**src/rtl/gpio_slice_pkg.sv**
```systemverilog
package gpio_slice_pkg;

  typedef enum logic [1:0] {
    TRIG_OFF   = 2'd0,
    TRIG_LEVEL = 2'd1,
    TRIG_EDGE  = 2'd2,
    TRIG_BOTH  = 2'd3
  } trig_e;

  // LSB first in the word: pin_en is bit 0, irq_en is bit 6
  typedef struct packed {
    logic  irq_en;
    logic  deb_en;
    logic  pol;
    trig_e mode;
    logic  dir_out;
    logic  pin_en;
  } cfg_t;

  localparam int unsigned CFG_W    = $bits(cfg_t);
  localparam int unsigned OFS_CFG  = 'h00;
  localparam int unsigned OFS_DBC  = 'h04;
  localparam int unsigned OFS_IN   = 'h08;
  localparam int unsigned OFS_OCTL = 'h0C;
  localparam int unsigned OFS_OVAL = 'h10;
  localparam int unsigned OFS_CLR  = 'h14;

endpackage

```
**src/rtl/gpio_regs.sv**
```systemverilog
module gpio_regs
  import gpio_slice_pkg::*;
#(
  parameter int ADDR_W = 5,
  parameter int DATA_W = 32,
  parameter int THR_W  = 8
) (
  input  logic              clk,
  input  logic              rst,
  input  logic              wr,
  input  logic [ADDR_W-1:0] addr,
  input  logic [DATA_W-1:0] wdata,
  input  logic              filt,
  output cfg_t              cfg,
  output logic [THR_W-1:0]  thr,
  output logic              float_q,
  output logic              oval_q,
  output logic              clr,
  output logic [DATA_W-1:0] rdata
);

  function automatic logic hit(input int unsigned ofs);
    return addr == ADDR_W'(ofs);
  endfunction

  assign clr = wr && hit(OFS_CLR) && wdata[0];

  always_ff @(posedge clk) begin
    if (rst) begin
      cfg     <= '0;
      thr     <= '0;
      float_q <= 1'b0;
      oval_q  <= 1'b0;
    end else if (wr) begin
      if (hit(OFS_CFG))  cfg     <= cfg_t'(wdata[CFG_W-1:0]);
      if (hit(OFS_DBC))  thr     <= wdata[THR_W-1:0];
      if (hit(OFS_OCTL)) float_q <= wdata[0];
      if (hit(OFS_OVAL)) oval_q  <= wdata[0];
    end
  end

  always_ff @(posedge clk) begin
    if (rst) begin
      rdata <= '0;
    end else if (hit(OFS_CFG)) begin
      rdata <= DATA_W'(cfg);
    end else if (hit(OFS_DBC)) begin
      rdata <= DATA_W'(thr);
    end else if (hit(OFS_IN)) begin
      rdata <= DATA_W'(filt);
    end else if (hit(OFS_OCTL)) begin
      rdata <= DATA_W'(float_q);
    end else if (hit(OFS_OVAL)) begin
      rdata <= DATA_W'(oval_q);
    end else begin
      rdata <= '0;
    end
  end

endmodule

```
**src/rtl/gpio_debounce.sv**
```systemverilog
module gpio_debounce #(
  parameter int THR_W       = 8,
  parameter int SYNC_STAGES = 2
) (
  input  logic             clk,
  input  logic             rst,
  input  logic             pad_raw,
  input  logic             tick,
  input  logic             deb_en,
  input  logic [THR_W-1:0] thr,
  output logic             filt
);

  logic [SYNC_STAGES-1:0] sync_q;
  logic [THR_W-1:0]       cnt_q;
  logic                   level_s;

  assign level_s = sync_q[SYNC_STAGES-1];

  always_ff @(posedge clk) begin
    if (rst) sync_q <= '0;
    else     sync_q <= {sync_q[SYNC_STAGES-2:0], pad_raw};
  end

  always_ff @(posedge clk) begin
    if (rst) begin
      filt  <= 1'b0;
      cnt_q <= '0;
    end else if (!deb_en || thr == '0) begin
      filt  <= level_s;
      cnt_q <= '0;
    end else if (level_s == filt) begin
      cnt_q <= '0;
    end else if (tick) begin
      if (cnt_q >= thr - 1'b1) begin
        filt  <= level_s;
        cnt_q <= '0;
      end else begin
        cnt_q <= cnt_q + 1'b1;
      end
    end
  end

endmodule

```
**src/rtl/gpio_event.sv**
```systemverilog
module gpio_event
  import gpio_slice_pkg::*;
(
  input  logic clk,
  input  logic rst,
  input  logic filt,
  input  cfg_t cfg,
  input  logic clr,
  output logic pend
);

  logic prev_q;
  logic hit;

  always_ff @(posedge clk) begin
    if (rst) prev_q <= 1'b0;
    else     prev_q <= filt;
  end

  always_comb begin
    hit = 1'b0;
    if (cfg.pin_en) begin
      unique case (cfg.mode)
        TRIG_LEVEL: hit = (filt == cfg.pol);
        TRIG_EDGE:  hit = cfg.pol ? (filt & ~prev_q) : (~filt & prev_q);
        TRIG_BOTH:  hit = filt ^ prev_q;
        default:    hit = 1'b0;
      endcase
    end
  end

  always_ff @(posedge clk) begin
    if (rst) pend <= 1'b0;
    else     pend <= (pend & ~clr) | hit;
  end

endmodule

```
**src/rtl/gpio_slice.sv**
```systemverilog
module gpio_slice
  import gpio_slice_pkg::*;
#(
  parameter int ADDR_W      = 5,
  parameter int DATA_W      = 32,
  parameter int THR_W       = 8,
  parameter int SYNC_STAGES = 2
) (
  input  logic              clk,
  input  logic              rst,
  input  logic              bus_wr,
  input  logic [ADDR_W-1:0] bus_addr,
  input  logic [DATA_W-1:0] bus_wdata,
  output logic [DATA_W-1:0] bus_rdata,
  input  logic              pad_in,
  input  logic              tick_1ms,
  output logic              pad_o,
  output logic              pad_oe,
  output logic              irq
);

  cfg_t             cfg_q;
  logic [THR_W-1:0] thr_q;
  logic             float_q;
  logic             oval_q;
  logic             clr_pulse;
  logic             filt_lvl;
  logic             pend_q;

  gpio_regs #(.ADDR_W(ADDR_W), .DATA_W(DATA_W), .THR_W(THR_W)) u_regs (
    .clk(clk), .rst(rst), .wr(bus_wr), .addr(bus_addr), .wdata(bus_wdata),
    .filt(filt_lvl), .cfg(cfg_q), .thr(thr_q), .float_q(float_q),
    .oval_q(oval_q), .clr(clr_pulse), .rdata(bus_rdata)
  );

  gpio_debounce #(.THR_W(THR_W), .SYNC_STAGES(SYNC_STAGES)) u_deb (
    .clk(clk), .rst(rst), .pad_raw(pad_in), .tick(tick_1ms),
    .deb_en(cfg_q.deb_en), .thr(thr_q), .filt(filt_lvl)
  );

  gpio_event u_evt (
    .clk(clk), .rst(rst), .filt(filt_lvl), .cfg(cfg_q),
    .clr(clr_pulse), .pend(pend_q)
  );

  always_ff @(posedge clk) begin
    if (rst) begin
      pad_o  <= 1'b0;
      pad_oe <= 1'b0;
      irq    <= 1'b0;
    end else begin
      pad_o  <= oval_q;
      pad_oe <= cfg_q.pin_en & cfg_q.dir_out & ~float_q;
      irq    <= pend_q & cfg_q.irq_en & cfg_q.pin_en;
    end
  end

endmodule

```
**config.mk**
```make
export PLATFORM = sky130hd
export DESIGN_NAME = gpio_slice
export DESIGN_NICKNAME = d
export VERILOG_FILES = /design/src/rtl/gpio_slice_pkg.sv /design/src/rtl/gpio_regs.sv /design/src/rtl/gpio_debounce.sv /design/src/rtl/gpio_event.sv /design/src/rtl/gpio_slice.sv
export SDC_FILE = /design/constraint.sdc
export NUM_CORES = 1
export LEC_CHECK = 0
export ABC_CLOCK_PERIOD_IN_PS = 4900
export BUFFER_PORTS_ARGS = -buffer_cell sky130_fd_sc_hd__buf_4
export CAP_MARGIN = 10
export CELL_PAD_IN_SITES_DETAIL_PLACEMENT = 1
export CELL_PAD_IN_SITES_GLOBAL_PLACEMENT = 1
export CORE_ASPECT_RATIO = 0.9
export CORE_MARGIN = 2
export CORE_UTILIZATION = 38
export DETAILED_ROUTE_END_ITERATION = 10
export HOLD_SLACK_MARGIN = 0.03
export PLACE_DENSITY = 0.81
export SKIP_LAST_GASP = 1
export SYNTH_ARGS = -nofsm -noshare
export SYNTH_HDL_FRONTEND = slang
export SYNTH_SLANG_ARGS = --single-unit
```
**constraint.sdc**
```tcl
create_clock -name clk -period 4.9 [get_ports clk]
set_input_delay 0.98 -clock clk [delete_from_list [all_inputs] [get_ports clk]]
set_output_delay 0.98 -clock clk [all_outputs]
set_load 0.005 [all_outputs]
```
==> flow_summary.json <==
{
  "status": "finished clean",
  "grt.total_usage": 0.178,
  "synth_top_family_by_area": "simple AND/OR/NAND/NOR gates",
  "cp_data_arrival_time_ns": 3.09,
  "route.detailed.drc": 0,
  "dp_hpwl_mm": 3.46,
  "crit_fanout": 6,
  "cts.sinks": 41,
  "synthMuxAreaShare": 0.0249,
  "grt_setup_unrepaired": "no",
  "fp.dieH_um": 74.8,
  "postCtsHoldBufs": 0,
  "multi_input_area_mm2": 0.00114,
  "max-vdd-ir-drop_uv": 127,
  "synthCells": 246,
  "yosysWarnings": 0,
  "first_global_vias": 1719,
  "grt_max_degree": 35,
  "fin_skew_ns": 0.00639,
  "clockBufferDepth": 2,
  "slew_violations": 0,
  "io_buffers": 28,
  "fin_setup_tns_ns": 0,
  "hold_depth": 1,
  "crit_path_start_kind": "flip-flop",
  "setup_viol": 0,
  "yosysSeqAreaShare": 0.388,
  "synth.top_cell.area_share": 0.388,
  "area_delta_synth_final_pct": 15.1,
  "synth_xor_area_frac": 0.0621,
  "die_x_um": 82.6,
  "cp-end-kind": "flip-flop",
  "crit_type": "flip-flop to flip-flop",
  "synthTopCellsByArea": "dfxtp_1, buf_4, ha_1",
  "p_total_uw": 721,
  "synth-compound-area-share": 0.115,
  "ys_types": 40,
  "route.vias.total": 1750,
  "synthAdderAreaFrac": 0.0769,
  "clk-insertion-delay-late_ns": 0.31,
  "ant_nets": 0,
  "cts_resized": 0,
  "num-fill-cells": 651,
  "final_layout_size_suffix_gt1_frac": 0.164,
  "r2r_setup_slack_ns": 2.01,
  "max_freq_mhz": 346,
  "start_util": 0.398,
  "timing.final.crit_period_ns": 2.89,
  "synthSimpleGateAreaFrac": 0.215,
  "r2r_cells": 9,
  "postLayoutCellArea_mm2": 0.00243,
  "numCtsBuffers": 5,
  "p_per_area_mw_per_mm2": 296,
  "hold_class": "flip-flop to flip-flop",
  "worst_hold_slack_ns": 0.455,
  "wl_mm": 5.19,
  "cts-htree-levels": 2,
  "firstDrtPassIters": 4,
  "die-area_mm2": 0.00618,
  "r2r_start": "u_regs.thr[2]",
  "grt_first_pass_wirelength_mm": 8.18,
  "clk_pin_slew_ns": 0.09,
  "yosysTopAreaCell": "dfxtp_1",
  "finalHoldViolCount": 0,
  "avgViaCountPerCell": 5.12,
  "drv_cap": 0,
  "avgRoutedWirePerCell_um": 15.2,
  "pin_count": 77,
  "reg2reg_to": "u_deb.filt",
  "seq_area_um2": 821,
  "insertedDiodeCount": 0,
  "drtIter0Drc": 89,
  "coreArea_mm2": 0.00532,
  "cp.required_ns": 5.10,
  "row_count": 25,
  "grt-ovfl-total": 0,
  "worstHoldStart": "u_deb.sync_q[0]",
  "gp_congestion": 0.806,
  "cts_setup_buffers": 0,
  "clockRootBuffer": "clkbuf_8",
  "layout.nets": 329,
  "netlist_area_mm2": 0.00211,
  "synth-seq-cells": 41,
  "period_share": 0.590,
  "leakagePower_uw": 0.000995,
  "antenna_found_initial": 0,
  "cts_tree": "built",
  "syn_area_per_cell_um2": 8.60,
  "post_dp_cell_area_mm2": 0.00230,
  "min_to": "u_deb.sync_q[1]"
}
==> worst max-delay path: stages (launching register included) <==
cell	delay (ns)
dfxtp_1	0.39
or4_4	0.58
nor4_1	0.27
xnor2_1	0.19
ha_1	0.28
nand3_1	0.13
o21ai_0	0.11
a211oi_1	0.39
o21ai_2	0.11
mux2_1	0.32
==> synth_stat cells (all sizes together) <==
master / number
xnor2: 10
clkbuf: 5
o32ai: 1
nand2b: 1
nand2: 25
or4: 1
buf: 27
or3: 1
nor4bb: 1
nor2b: 5
a211oi: 1
nand4: 3
nor4b: 1
mux2: 2
a31oi: 1
a21o: 1
nor3: 4
nor3b: 2
nor4: 2
dfxtp: 41
o31ai: 1
a22oi: 7
o21ai: 6
and3b: 1
conb: 1
a21oi: 20
mux2i: 3
inv: 8
nor2: 24
nand3: 19
and4b: 1
xor2: 5
o211ai: 2
ha: 13
==> area by class of cell <==
| cell class | count | share of cell area |
|---|---|---|
| Clock inverter | 3 | 0.0283 |
| Sequential cell | 41 | 0.337 |
| Timing Repair Buffer | 30 | 0.0925 |
| Tap cell | 67 | 0.0344 |
| Clock buffer | 5 | 0.0283 |
| Multi-Input combinational cell | 188 | 0.467 |
| Inverter | 8 | 0.0123 |
==> logic make-up after synthesis <==
kind of cell | count (synthesis)
muxes | 5
buffers and inverters | 40
adders and majority gates | 13
xor gates and xnor gates | 15
other | 1
DFF | 41
and+or+nand+nor | 91
AOI/OAI and AO/OA | 40
==> power breakdown <==
group	total [µW]	internal [µW]	switching, µW
clock network	339	205	134
registers	337	335	2.37
logic	44.7	17.6	27.1
total	721	558	163
==> cell usage in the layout (no fill, tap or decap), types with 2 or more instances in the layout <==
master	n
nand3_1	19
xnor2_1	10
nor2_1	24
clkbuf_8	5
o21ai_0	5
nand2_1	25
a21oi_1	20
ha_1	13
xor2_1	5
conb_1	24
a22oi_1	7
nand4_1	3
dfxtp_1	41
inv_1	8
mux2i_1	3
nor2b_1	5
bufinv_16	2
buf_4	30
nor3_1	4
==> sequential cells by signal, summed over array words and instances (netlist names) <==
name            flops
u_regs.float_q      1
u_evt.pend          1
u_regs.oval_q       1
u_regs.thr          8
u_regs.cfg          7
irq                 1
u_regs.rdata        8
u_evt.prev_q        1
u_deb.filt          1
pad_o               1
pad_oe              1
u_deb.sync_q        2
u_deb.cnt_q         8
==> routing by layer <==
layer	vias up	track usage	wire length, µm
met1	840	0.228	2340
li1	850	-	-
met3	12	0.0360	230
met5	-	0	0
met4	0	0.0656	105
met2	48	0.297	2520
==> through the flow <==
stage          cells  setup slack (ns)   util
4_1_cts          342              2.02  0.458
3_5_place_dp     334              2.14  0.432
6_report         342              2.01  0.458
3_3_place_gp     334              2.17  0.432
2_1_floorplan    269              2.35      -
5_1_grt          342              1.83  0.458
==> worst max path at each step <==
stage                        startpoint             end  slack, ns  depth (start not counted)
after floorplan           u_regs.thr[2]      u_deb.filt       2.35                          8
after global routing      u_regs.thr[2]  u_deb.cnt_q[0]       1.83                          9
after CTS                 u_regs.thr[2]      u_deb.filt       2.02                          9
final                     u_regs.thr[2]      u_deb.filt       2.01                          9
after global placement    u_regs.thr[2]      u_deb.filt       2.17                          8
after detailed placement  u_regs.thr[2]      u_deb.filt       2.14                          8
(Power assumes the default switching activity.)
